===== config.mk =====
export PLATFORM = sky130hd
export DESIGN_NAME = stream_pkt_buffer
export DESIGN_NICKNAME = d
export VERILOG_FILES = /design/src/rtl/pkt_pkg.sv /design/src/rtl/pkt_bank_ctrl.sv /design/src/rtl/pkt_req_reg.sv /design/src/rtl/stream_pkt_buffer.sv
export SDC_FILE = /design/constraint.sdc
export NUM_CORES = 2
export LEC_CHECK = 0
export BUFFER_PORTS_ARGS = -buffer_cell sky130_fd_sc_hd__buf_4
export CORE_MARGIN = 5
export CORE_UTILIZATION = 41
export DETAILED_ROUTE_END_ITERATION = 6
export HOLD_SLACK_MARGIN = 0.06
export PLACE_DENSITY_LB_ADDON = 0.3
export RECOVER_POWER = 50
export SLEW_MARGIN = 20
export SYNTH_ARGS = -nofsm -noshare
export SYNTH_HDL_FRONTEND = slang
export SYNTH_HIERARCHICAL = 1
export SYNTH_MEMORY_MAX_BITS = 65536
export SYNTH_SLANG_ARGS = --single-unit

===== constraint.sdc =====
create_clock -name clk -period 14.3 [get_ports clk]
set_clock_uncertainty 0.15 [all_clocks]
set_input_delay 2.145 -clock clk [delete_from_list [all_inputs] [get_ports clk]]
set_output_delay 2.145 -clock clk [all_outputs]
set_load 0.01 [all_outputs]

===== src/rtl/pkt_pkg.sv =====
// Shared constants for the banked packet buffer: stream indices, request
// register bit positions and the wave channel count codes.
package pkt_pkg;
    localparam int N_STREAMS = 3;
    localparam int ST_SONG   = 0;
    localparam int ST_WAVE1  = 1;
    localparam int ST_WAVE2  = 2;

    // Request register bit positions seen by the host.
    localparam int RQ_WAVE2 = 0;
    localparam int RQ_WAVE1 = 1;
    localparam int RQ_SONG  = 2;
    localparam int RQ_OVF   = 3;
    localparam int RQ_END   = 5;

    // Flags that pull the interrupt low (overflow is status only).
    localparam logic [7:0] IRQ_MASK = 8'b0010_0111;

    typedef enum logic [1:0] {
        WCH_NONE = 2'd0,
        WCH_ONE  = 2'd1,
        WCH_TWO  = 2'd2,
        WCH_RSVD = 2'd3
    } wave_cfg_e;
endpackage


===== src/rtl/pkt_bank_ctrl.sv =====
// Ping-pong bank controller for one stream. It keeps the fill and drain
// pointers for two banks and seals a bank either on an explicit close or
// automatically at the packet length. It flags a refill request when a bank
// drains while the other bank is full.
// Assumes: pkt_len is 1..PKT_BYTES and stays constant between clears.
module pkt_bank_ctrl #(
    parameter int PKT_BYTES = 128,
    parameter int CW        = $clog2(PKT_BYTES + 1),
    parameter int IW        = $clog2(PKT_BYTES)
) (
    input  logic          clk,
    input  logic          rst_n,
    input  logic          clear,
    input  logic [CW-1:0] pkt_len,
    input  logic          auto_close,
    input  logic          wr,
    input  logic          close,
    input  logic          rd,
    output logic          wr_ok,
    output logic          wr_bank,
    output logic [IW-1:0] wr_idx,
    output logic          drop,
    output logic          rd_valid,
    output logic          rd_bank,
    output logic [IW-1:0] rd_idx,
    output logic          drain_req
);
    logic          wb, rb;
    logic [1:0]    full;
    logic [CW-1:0] wcnt, rcnt;
    logic [CW-1:0] blen [2];
    logic [CW-1:0] wcnt_nx;
    logic          seal, rd_take, last;

    // Write acceptance, sealing and drain detection for the current cycle.
    always_comb begin
        wr_ok     = wr & ~clear & ~full[wb] & (wcnt < pkt_len);
        drop      = wr & ~clear & ~wr_ok;
        wcnt_nx   = CW'(wcnt + CW'(wr_ok));
        seal      = (auto_close & wr_ok & (wcnt_nx == pkt_len)) |
                    (~auto_close & close & ~clear & ~full[wb] & (wcnt_nx != '0));
        rd_take   = rd & ~clear & full[rb];
        last      = rd_take & (CW'(rcnt + 1'b1) == blen[rb]);
        drain_req = last & full[~rb];
    end

    // Bank state: fill pointer, drain pointer, full bits and sealed lengths.
    always_ff @(posedge clk) begin
        if (!rst_n || clear) begin
            wb   <= 1'b0;
            rb   <= 1'b0;
            full <= '0;
            wcnt <= '0;
            rcnt <= '0;
            for (int b = 0; b < 2; b++) blen[b] <= '0;
        end else begin
            if (seal) begin
                full[wb] <= 1'b1;
                blen[wb] <= wcnt_nx;
                wb       <= ~wb;
                wcnt     <= '0;
            end else begin
                wcnt <= wcnt_nx;
            end
            if (rd_take) begin
                if (last) begin
                    full[rb] <= 1'b0;
                    rb       <= ~rb;
                    rcnt     <= '0;
                end else begin
                    rcnt <= CW'(rcnt + 1'b1);
                end
            end
        end
    end

    assign wr_bank  = wb;
    assign wr_idx   = wcnt[IW-1:0];
    assign rd_valid = full[rb];
    assign rd_bank  = rb;
    assign rd_idx   = rcnt[IW-1:0];
endmodule


===== src/rtl/pkt_req_reg.sv =====
// Request register with interrupt. Events set flags. A host read returns the
// current flags and clears exactly those, while events that arrive in the
// same cycle stay pending. The interrupt is registered from the next flags.
module pkt_req_reg
    import pkt_pkg::*;
(
    input  logic       clk,
    input  logic       rst_n,
    input  logic [7:0] set_evt,
    input  logic       rd,
    output logic [7:0] flags,
    output logic       irq_n
);
    logic [7:0] flags_nx;

    // Next flag value: snapshot cleared on read, new events always merged.
    always_comb flags_nx = (rd ? 8'h00 : flags) | set_evt;

    // Flag and interrupt registers.
    always_ff @(posedge clk) begin
        if (!rst_n) begin
            flags <= 8'h00;
            irq_n <= 1'b1;
        end else begin
            flags <= flags_nx;
            irq_n <= ~|(flags_nx & IRQ_MASK);
        end
    end
endmodule


===== src/rtl/stream_pkt_buffer.sv =====
// Top of the banked packet buffer. One song stream uses a private two-bank
// store. Two wave streams share one store of four half-packet banks, and with
// one wave channel wave 1 uses it as two full-size banks. A change of the
// channel count flushes the wave streams.
// Assumes: at most one of song_wr, song_eop, wave1_wr, wave2_wr per cycle.
module stream_pkt_buffer
    import pkt_pkg::*;
#(
    parameter int PKT_BYTES = 128
) (
    input  logic       clk,
    input  logic       rst_n,
    input  logic [7:0] host_wdata,
    input  logic       song_wr,
    input  logic       song_eop,
    input  logic       wave1_wr,
    input  logic       wave2_wr,
    input  logic [1:0] wave_chan,
    input  logic       song_rd,
    output logic       song_rd_valid,
    output logic [7:0] song_rd_data,
    input  logic       wave1_rd,
    output logic       wave1_rd_valid,
    output logic [7:0] wave1_rd_data,
    input  logic       wave2_rd,
    output logic       wave2_rd_valid,
    output logic [7:0] wave2_rd_data,
    input  logic       song_end,
    input  logic       req_rd,
    output logic [7:0] req_data,
    output logic       irq_n
);
    localparam int CW    = $clog2(PKT_BYTES + 1);
    localparam int IW    = $clog2(PKT_BYTES);
    localparam int AW    = IW + 1;
    localparam int HALF  = PKT_BYTES / 2;
    localparam int WORDS = 2 * PKT_BYTES;

    logic [1:0] chan_q;
    logic       flush, w1_on, w2_on, w1_wide;

    logic [N_STREAMS-1:0] s_wr, s_close, s_rd, s_clear, s_auto;
    logic [N_STREAMS-1:0] s_wr_ok, s_drop, s_valid, s_wbank, s_rbank, s_need;
    logic [CW-1:0]        s_len  [N_STREAMS];
    logic [IW-1:0]        s_widx [N_STREAMS];
    logic [IW-1:0]        s_ridx [N_STREAMS];
    logic [7:0]           evt_vec;

    logic [7:0]    song_mem [WORDS];
    logic [7:0]    wave_mem [WORDS];
    logic [AW-1:0] song_waddr, song_raddr;
    logic [AW-1:0] w1_waddr, w1_raddr, w2_waddr, w2_raddr;

    // Physical wave address: full-size banks for one channel, quarters for two.
    function automatic logic [AW-1:0] wave_addr(input logic upper, input logic wide,
                                                input logic bank, input logic [IW-1:0] idx);
        if (wide) return {bank, idx};
        return {upper, bank, idx[IW-2:0]};
    endfunction

    // Registered channel count; any change flushes the wave streams.
    always_ff @(posedge clk) begin
        if (!rst_n) chan_q <= WCH_NONE;
        else        chan_q <= wave_chan;
    end

    // Stream enables and the per-stream control vectors.
    always_comb begin
        flush   = (wave_chan != chan_q);
        w1_on   = (chan_q == WCH_ONE) || (chan_q == WCH_TWO);
        w2_on   = (chan_q == WCH_TWO);
        w1_wide = (chan_q == WCH_ONE);

        s_wr[ST_SONG]     = song_wr;
        s_wr[ST_WAVE1]    = wave1_wr & w1_on;
        s_wr[ST_WAVE2]    = wave2_wr & w2_on;
        s_close[ST_SONG]  = song_eop & (host_wdata != 8'h00);
        s_close[ST_WAVE1] = 1'b0;
        s_close[ST_WAVE2] = 1'b0;
        s_rd[ST_SONG]     = song_rd;
        s_rd[ST_WAVE1]    = wave1_rd;
        s_rd[ST_WAVE2]    = wave2_rd;
        s_clear[ST_SONG]  = 1'b0;
        s_clear[ST_WAVE1] = flush | ~w1_on;
        s_clear[ST_WAVE2] = flush | ~w2_on;
        s_auto[ST_SONG]   = 1'b0;
        s_auto[ST_WAVE1]  = 1'b1;
        s_auto[ST_WAVE2]  = 1'b1;
        s_len[ST_SONG]    = CW'(PKT_BYTES);
        s_len[ST_WAVE1]   = w1_wide ? CW'(PKT_BYTES) : CW'(HALF);
        s_len[ST_WAVE2]   = CW'(HALF);
    end

    // One bank controller per stream.
    for (genvar g = 0; g < N_STREAMS; g++) begin : g_stream
        pkt_bank_ctrl #(.PKT_BYTES(PKT_BYTES)) i_ctrl (
            .clk       (clk),
            .rst_n     (rst_n),
            .clear     (s_clear[g]),
            .pkt_len   (s_len[g]),
            .auto_close(s_auto[g]),
            .wr        (s_wr[g]),
            .close     (s_close[g]),
            .rd        (s_rd[g]),
            .wr_ok     (s_wr_ok[g]),
            .wr_bank   (s_wbank[g]),
            .wr_idx    (s_widx[g]),
            .drop      (s_drop[g]),
            .rd_valid  (s_valid[g]),
            .rd_bank   (s_rbank[g]),
            .rd_idx    (s_ridx[g]),
            .drain_req (s_need[g])
        );
    end

    // Storage address generation for both stores.
    always_comb begin
        song_waddr = {s_wbank[ST_SONG], s_widx[ST_SONG]};
        song_raddr = {s_rbank[ST_SONG], s_ridx[ST_SONG]};
        w1_waddr   = wave_addr(1'b0, w1_wide, s_wbank[ST_WAVE1], s_widx[ST_WAVE1]);
        w1_raddr   = wave_addr(1'b0, w1_wide, s_rbank[ST_WAVE1], s_ridx[ST_WAVE1]);
        w2_waddr   = wave_addr(1'b1, 1'b0, s_wbank[ST_WAVE2], s_widx[ST_WAVE2]);
        w2_raddr   = wave_addr(1'b1, 1'b0, s_rbank[ST_WAVE2], s_ridx[ST_WAVE2]);
    end

    // Byte stores: one write port each, wave 1 before wave 2.
    always_ff @(posedge clk) begin
        if (s_wr_ok[ST_SONG]) song_mem[song_waddr] <= host_wdata;
        if (s_wr_ok[ST_WAVE1])      wave_mem[w1_waddr] <= host_wdata;
        else if (s_wr_ok[ST_WAVE2]) wave_mem[w2_waddr] <= host_wdata;
    end

    assign song_rd_data   = song_mem[song_raddr];
    assign wave1_rd_data  = wave_mem[w1_raddr];
    assign wave2_rd_data  = wave_mem[w2_raddr];
    assign song_rd_valid  = s_valid[ST_SONG];
    assign wave1_rd_valid = s_valid[ST_WAVE1];
    assign wave2_rd_valid = s_valid[ST_WAVE2];

    // Events feeding the request register.
    always_comb begin
        evt_vec           = 8'h00;
        evt_vec[RQ_SONG]  = s_need[ST_SONG];
        evt_vec[RQ_WAVE1] = s_need[ST_WAVE1];
        evt_vec[RQ_WAVE2] = s_need[ST_WAVE2];
        evt_vec[RQ_OVF]   = |s_drop;
        evt_vec[RQ_END]   = song_end;
    end

    pkt_req_reg i_req (
        .clk    (clk),
        .rst_n  (rst_n),
        .set_evt(evt_vec),
        .rd     (req_rd),
        .flags  (req_data),
        .irq_n  (irq_n)
    );
endmodule


Yosys cells after proc, flatten, opt, wreduce, memory -nomap -nowiden
Memories as Yosys holds them, arrays and structs flattened. A register that Yosys moved wholly into a read port is not among the register bits.
Index checks and enable logic that the tools add are counted.
{"block": "classes", "n_lt_le_gt_ge": 18, "n_eq_ne": 8, "reduce_logical": 25, "add_sub_neg": 6, "bitwise_logic": 58, "mux": 91}
{"op": "$mux 8", "n": 14}
{"op": "$mux 1", "n": 59}
{"op": "$eq 8x8->1", "n": 4}
{"op": "$reduce_or 8->1", "n": 4}
{"op": "$and 1x1->1", "n": 29}
{"op": "$add 8x1->8", "n": 3}
{"op": "$add 8x1->8 const B", "n": 3}
{"op": "$mux 2", "n": 12}
{"op": "$lt 1x2->1 const B", "n": 9}
{"op": "$not 1->1", "n": 17}
{"op": "$reduce_bool 8->1", "n": 2}
{"op": "$eq 8x7->1 const B", "n": 1}
{"op": "$lt 8x7->1 const B", "n": 1}
{"op": "$lt 8x8->1", "n": 1}
{"op": "$lt 8x8->1 const B", "n": 1}
{"op": "$or 8x6->8", "n": 1}
{"op": "$and 2x2->2", "n": 3}
{"op": "$demux 1 s1", "n": 6}
{"op": "$ge 1x1->1 const B", "n": 6}
{"op": "$logic_and 1x1->1", "n": 6}
{"op": "$not 2->2", "n": 3}
{"op": "$or 2x2->2", "n": 3}
{"op": "$reduce_and 2->1", "n": 3}
{"op": "$reduce_or 2->1", "n": 3}
{"op": "8 further kinds", "n": 12}
{"block": "totals", "register_bits": 71, "in_bits": 21, "out_inout_bits": 36, "ram_bits": 4144, "n_memories": 5}
{"name": "song_mem", "depth": 256, "word_bits": 8, "read_ports": 1, "rd_clocked_by_memory_dff": 0, "wr": 1, "line_no": "stream_pkt_buffer.sv:49", "source": "logic [7:0] song_mem [WORDS];"}
{"name": "wave_mem", "depth": 256, "word_bits": 8, "read_ports": 2, "rd_clocked_by_memory_dff": 0, "wr": 1, "line_no": "stream_pkt_buffer.sv:50", "source": "logic [7:0] wave_mem [WORDS];"}
{"name": "g_stream[0].i_ctrl.blen", "depth": 2, "word_bits": 8, "read_ports": 1, "rd_clocked_by_memory_dff": 1, "wr": 2, "line_no": "pkt_bank_ctrl.sv:31", "source": "logic [CW-1:0] blen [2];"}
{"name": "g_stream[1].i_ctrl.blen", "depth": 2, "word_bits": 8, "read_ports": 1, "rd_clocked_by_memory_dff": 1, "wr": 2, "line_no": "pkt_bank_ctrl.sv:31"}
{"name": "g_stream[2].i_ctrl.blen", "depth": 2, "word_bits": 8, "read_ports": 1, "rd_clocked_by_memory_dff": 1, "wr": 2, "line_no": "pkt_bank_ctrl.sv:31"}

Longest topological paths before layout
{"block": "depth", "ltp_word": 16, "mapped_depth": 17}

Cells and area by module
The synthesis kept the hierarchy.
{"module": "stream_pkt_buffer", "area_per_inst_um2": 167451.8, "instances": 1, "cells_per_inst": 8062}
{"module": "pkt_bank_ctrl at g_stream[0].i_ctrl ...", "area_per_inst_um2": 2356.0, "instances": 2, "cells_per_inst": 253}
{"module": "pkt_bank_ctrl at g_stream[2].i_ctrl", "area_per_inst_um2": 2401.1, "instances": 1, "cells_per_inst": 258}
{"module": "pkt_req_reg", "area_per_inst_um2": 332.8, "instances": 1, "cells_per_inst": 30}

Worst setup path before layout
No wires, ideal clock.
{"block": "synth_path", "path_kind": "input-to-reg", "start": "input port wave_chan[1]", "end": "memory g_stream[1].i_ctrl/blen[0][0] (netlist name) (enable)", "arrival_ns": 5.552, "n_path_buf": 1, "slack_ns": 8.225, "stages": 14, "setup_ns": 0.374, "required_time_ns": 13.776, "cell_sequence": "xor2_1 -> or3_1 -> nor3b_1 -> nand3_1 -> a211oi_1 -> ha_1 -> ha_1 -> nand2_1 -> or3_4 -> a221oi_2 -> nand4_1 -> o31a_1 -> buf_4 -> o21ai_1"}
{"item": "start, declared", "line_no": "stream_pkt_buffer.sv:18", "source": "input logic [1:0] wave_chan,"}
{"item": "end, declared", "line_no": "pkt_bank_ctrl.sv:31"}

Final worst setup path
{"block": "layout_path", "start": "input port host_wdata[5]", "end": "memory wave_mem[167][5] (data pin)"}
{"block": "layout_between", "elab_chain_cells": 1}
{"item": "start, declared", "line_no": "stream_pkt_buffer.sv:13", "source": "input logic [7:0] host_wdata,"}
{"item": "$mux 8 (no source line)"}
{"item": "end, declared", "line_no": "stream_pkt_buffer.sv:50"}
No other way between the ends.

==> run_results.csv <==
group,metric,value,unit
status,status,"finished, violations left",
status,failed_checks,"capacitance limit, slew limit",
layout,final_cells,15028,
sta,rsz0062_at_grt,"no",
drt,first_pass_iters,6,
drt,wl,467000,um
clocking,numCtsBuffers,429,
sta,fin_tns_setup,0,ns
logic_synthesis,postSynthAreaPerCell,19.8,um2
layout,layout_commonest_cell,"edfxtp_1",
sta,fin_crit_sh,73.6,%
pwr,total_power,0.0248,W
worst_setup_path,worstPathCellList,"clkbuf_1 -> clkbuf_1 -> clkbuf_1 -> buf_4",
floorplanning,start_util,41.2,%
run,cap_violations,55,
placement,routabilityCongestion,0.864,
worst_setup_path,cp-end-kind,"flip-flop",
clocking,hold_buffers,0,
worst_setup_path,crit_family,"buffers and inverters",
sta,setup_viol,0,
placement,hpwl,289000,um
drt,drtIter0Drc,10841,
worst_setup_path,startpoint_type,"primary input",
global_routing,grt_use_total,20.6,%
placement,io_buffers,56,
worst_setup_path,cp.arrival,11.01,ns
floorplanning,die_w,663,um
worst_setup_path,path_class,"primary input to flip-flop",
clocking,cts_tree,"yes",
worst_setup_path,cp_common_cell,"clkbuf_1",
worst_setup_path,path_buf_inv,4,
clocking,ctsResizeCount,0,
sta,tightest_slew,7.45,ns
clocking,htree_levels,5,
sta,slew_viol_final,3539,
sta,relSlewSlack,-397,%
drt,wire_per_inst,31.1,um
placement,dp.cells,14225,
pwr,power_density,127,nW/um2
drt,ant_nets,0,
placement,dpl_cell_area,181000,um2
worst_setup_path,required,14.78,ns
global_routing,grt.overflow.total,0,
logic_synthesis,syn_area,175000,um2
pwr,ir_drop,0.000106,V
drt,num_vias,91313,
layout,fin_area,195000,um2
floorplanning,core,424000,um2
clocking,cts_sinks,4218,
logic_synthesis,synth_cells,8854,
drt,drc,0,
layout,final_util,45.8,%
global_routing,grt_pass1_vias,91093,
floorplanning,dieArea,440000,um2
sta,min_period,10.53,ns
clocking,clockRootBuffer,"clkbuf_16",
clocking,insertion_delay,0.98,ns
global_routing,grt_start_max_net_pins,140,
layout,nNetsFinal,9048,
clocking,clk_pin_slew,0.06,ns
sta,hold_violations,0,
clocking,post_cts_buffers,0,
hold_path,hp-class,"flip-flop to flip-flop",
layout,syn_to_final_growth,11.2,%
floorplanning,pin_count,57,
sta,max_freq,95.0,MHz
floorplanning,die_h,663,um
clocking,clock_path_buffers,4,
pwr,power_leakage,57.0,nW
layout,final_cell_mix,"edfxtp_1, mux4_2, mux2i_1",
floorplanning,rows,239,
global_routing,grt_pass1_wl,670000,um
global_routing,antenna_found_initial,23,
logic_synthesis,ys.warnings.count,6,
worst_setup_path,path_max_fanout,82,
worst_setup_path,slowest_stage,"clkbuf_1",
worst_setup_path,crit_path_max_incr_delay,2.80,ns
layout,drive_gt1_share,21.6,%
drt,via_per_inst,6.08,
-- sequential cells by signal, indices dropped and copies added, names as in the netlist, named ones only --
signal / cells
g_stream.i_ctrl/rcnt: 24
i_req/flags: 8
chan_q: 2
g_stream.i_ctrl/rd_bank: 3
wave_mem: 2048
g_stream.i_ctrl/wcnt: 24
g_stream.i_ctrl/full: 6
song_mem: 2048
g_stream.i_ctrl/wr_bank: 3
i_req/irq_n: 1
g_stream.i_ctrl/blen: 48
-- per-stage QoR --
stage	hold slack (ns)	setup slack, ns
2_1_floorplan	0.295	8.22
3_3_place_gp	0.316	6.47
3_5_place_dp	0.334	6.59
4_1_cts	0.346	5.51
5_1_grt	0.370	3.28
6_report	0.350	3.77
-- worst min-delay path, stage by stage (launching register included) --
cell and delay (ns):
dfxtp_1 0.34, inv_1 0.06, a21oi_1 0.06
-- report_power, final --
part / internal, W / switching (W) / leakage [nW]
Sequential: 0.0136 / 0.00000330 / 38.0
Combinational: 0.0000328 / 0.000259 / 12.3
Clock: 0.00612 / 0.00476 / 6.65
Total: 0.0198 / 0.00503 / 57.0
-- layer usage --
metal | part of all wire [%] | vias up | global-route usage [%] | wire, um
li1 | - | 37383 | - | -
met1 | 40 | 48668 | 29.0 | 188000
met2 | 48 | 4473 | 33.0 | 223000
met3 | 8.5 | 785 | 3.71 | 39600
met4 | 3.5 | 4 | 6.44 | 16200
met5 | 0.0058 | - | 0 | 27
-- final cells by class --
cell class              instances  area, um2
flip-flops and latches       4218     126000
fillers                     35143     230000
well taps                    5663       7090
clock inverters               279       2450
clock buffers                 510      11100
multi-input cells            4044      45900
inverters                      50        196
diodes                         13       32.5
repair buffers                251       1780
-- path summary, 6_finish.rpt --
check	startpoint	endpoint	slack, ns	depth (start not counted)
worst max-delay path	host_wdata[5]	wave_mem[167][5]	3.77	4
worst min-delay path	g_stream[2].i_ctrl/full[0]	g_stream[2].i_ctrl/full[0]	0.35	2
worst max register to register	chan_q[0]	g_stream[1].i_ctrl/blen[0][2]	8.46	15
worst min register to register	g_stream[2].i_ctrl/full[0]	g_stream[2].i_ctrl/full[0]	0.35	2
No activity file was read; power rests on OpenSTA's default activity.
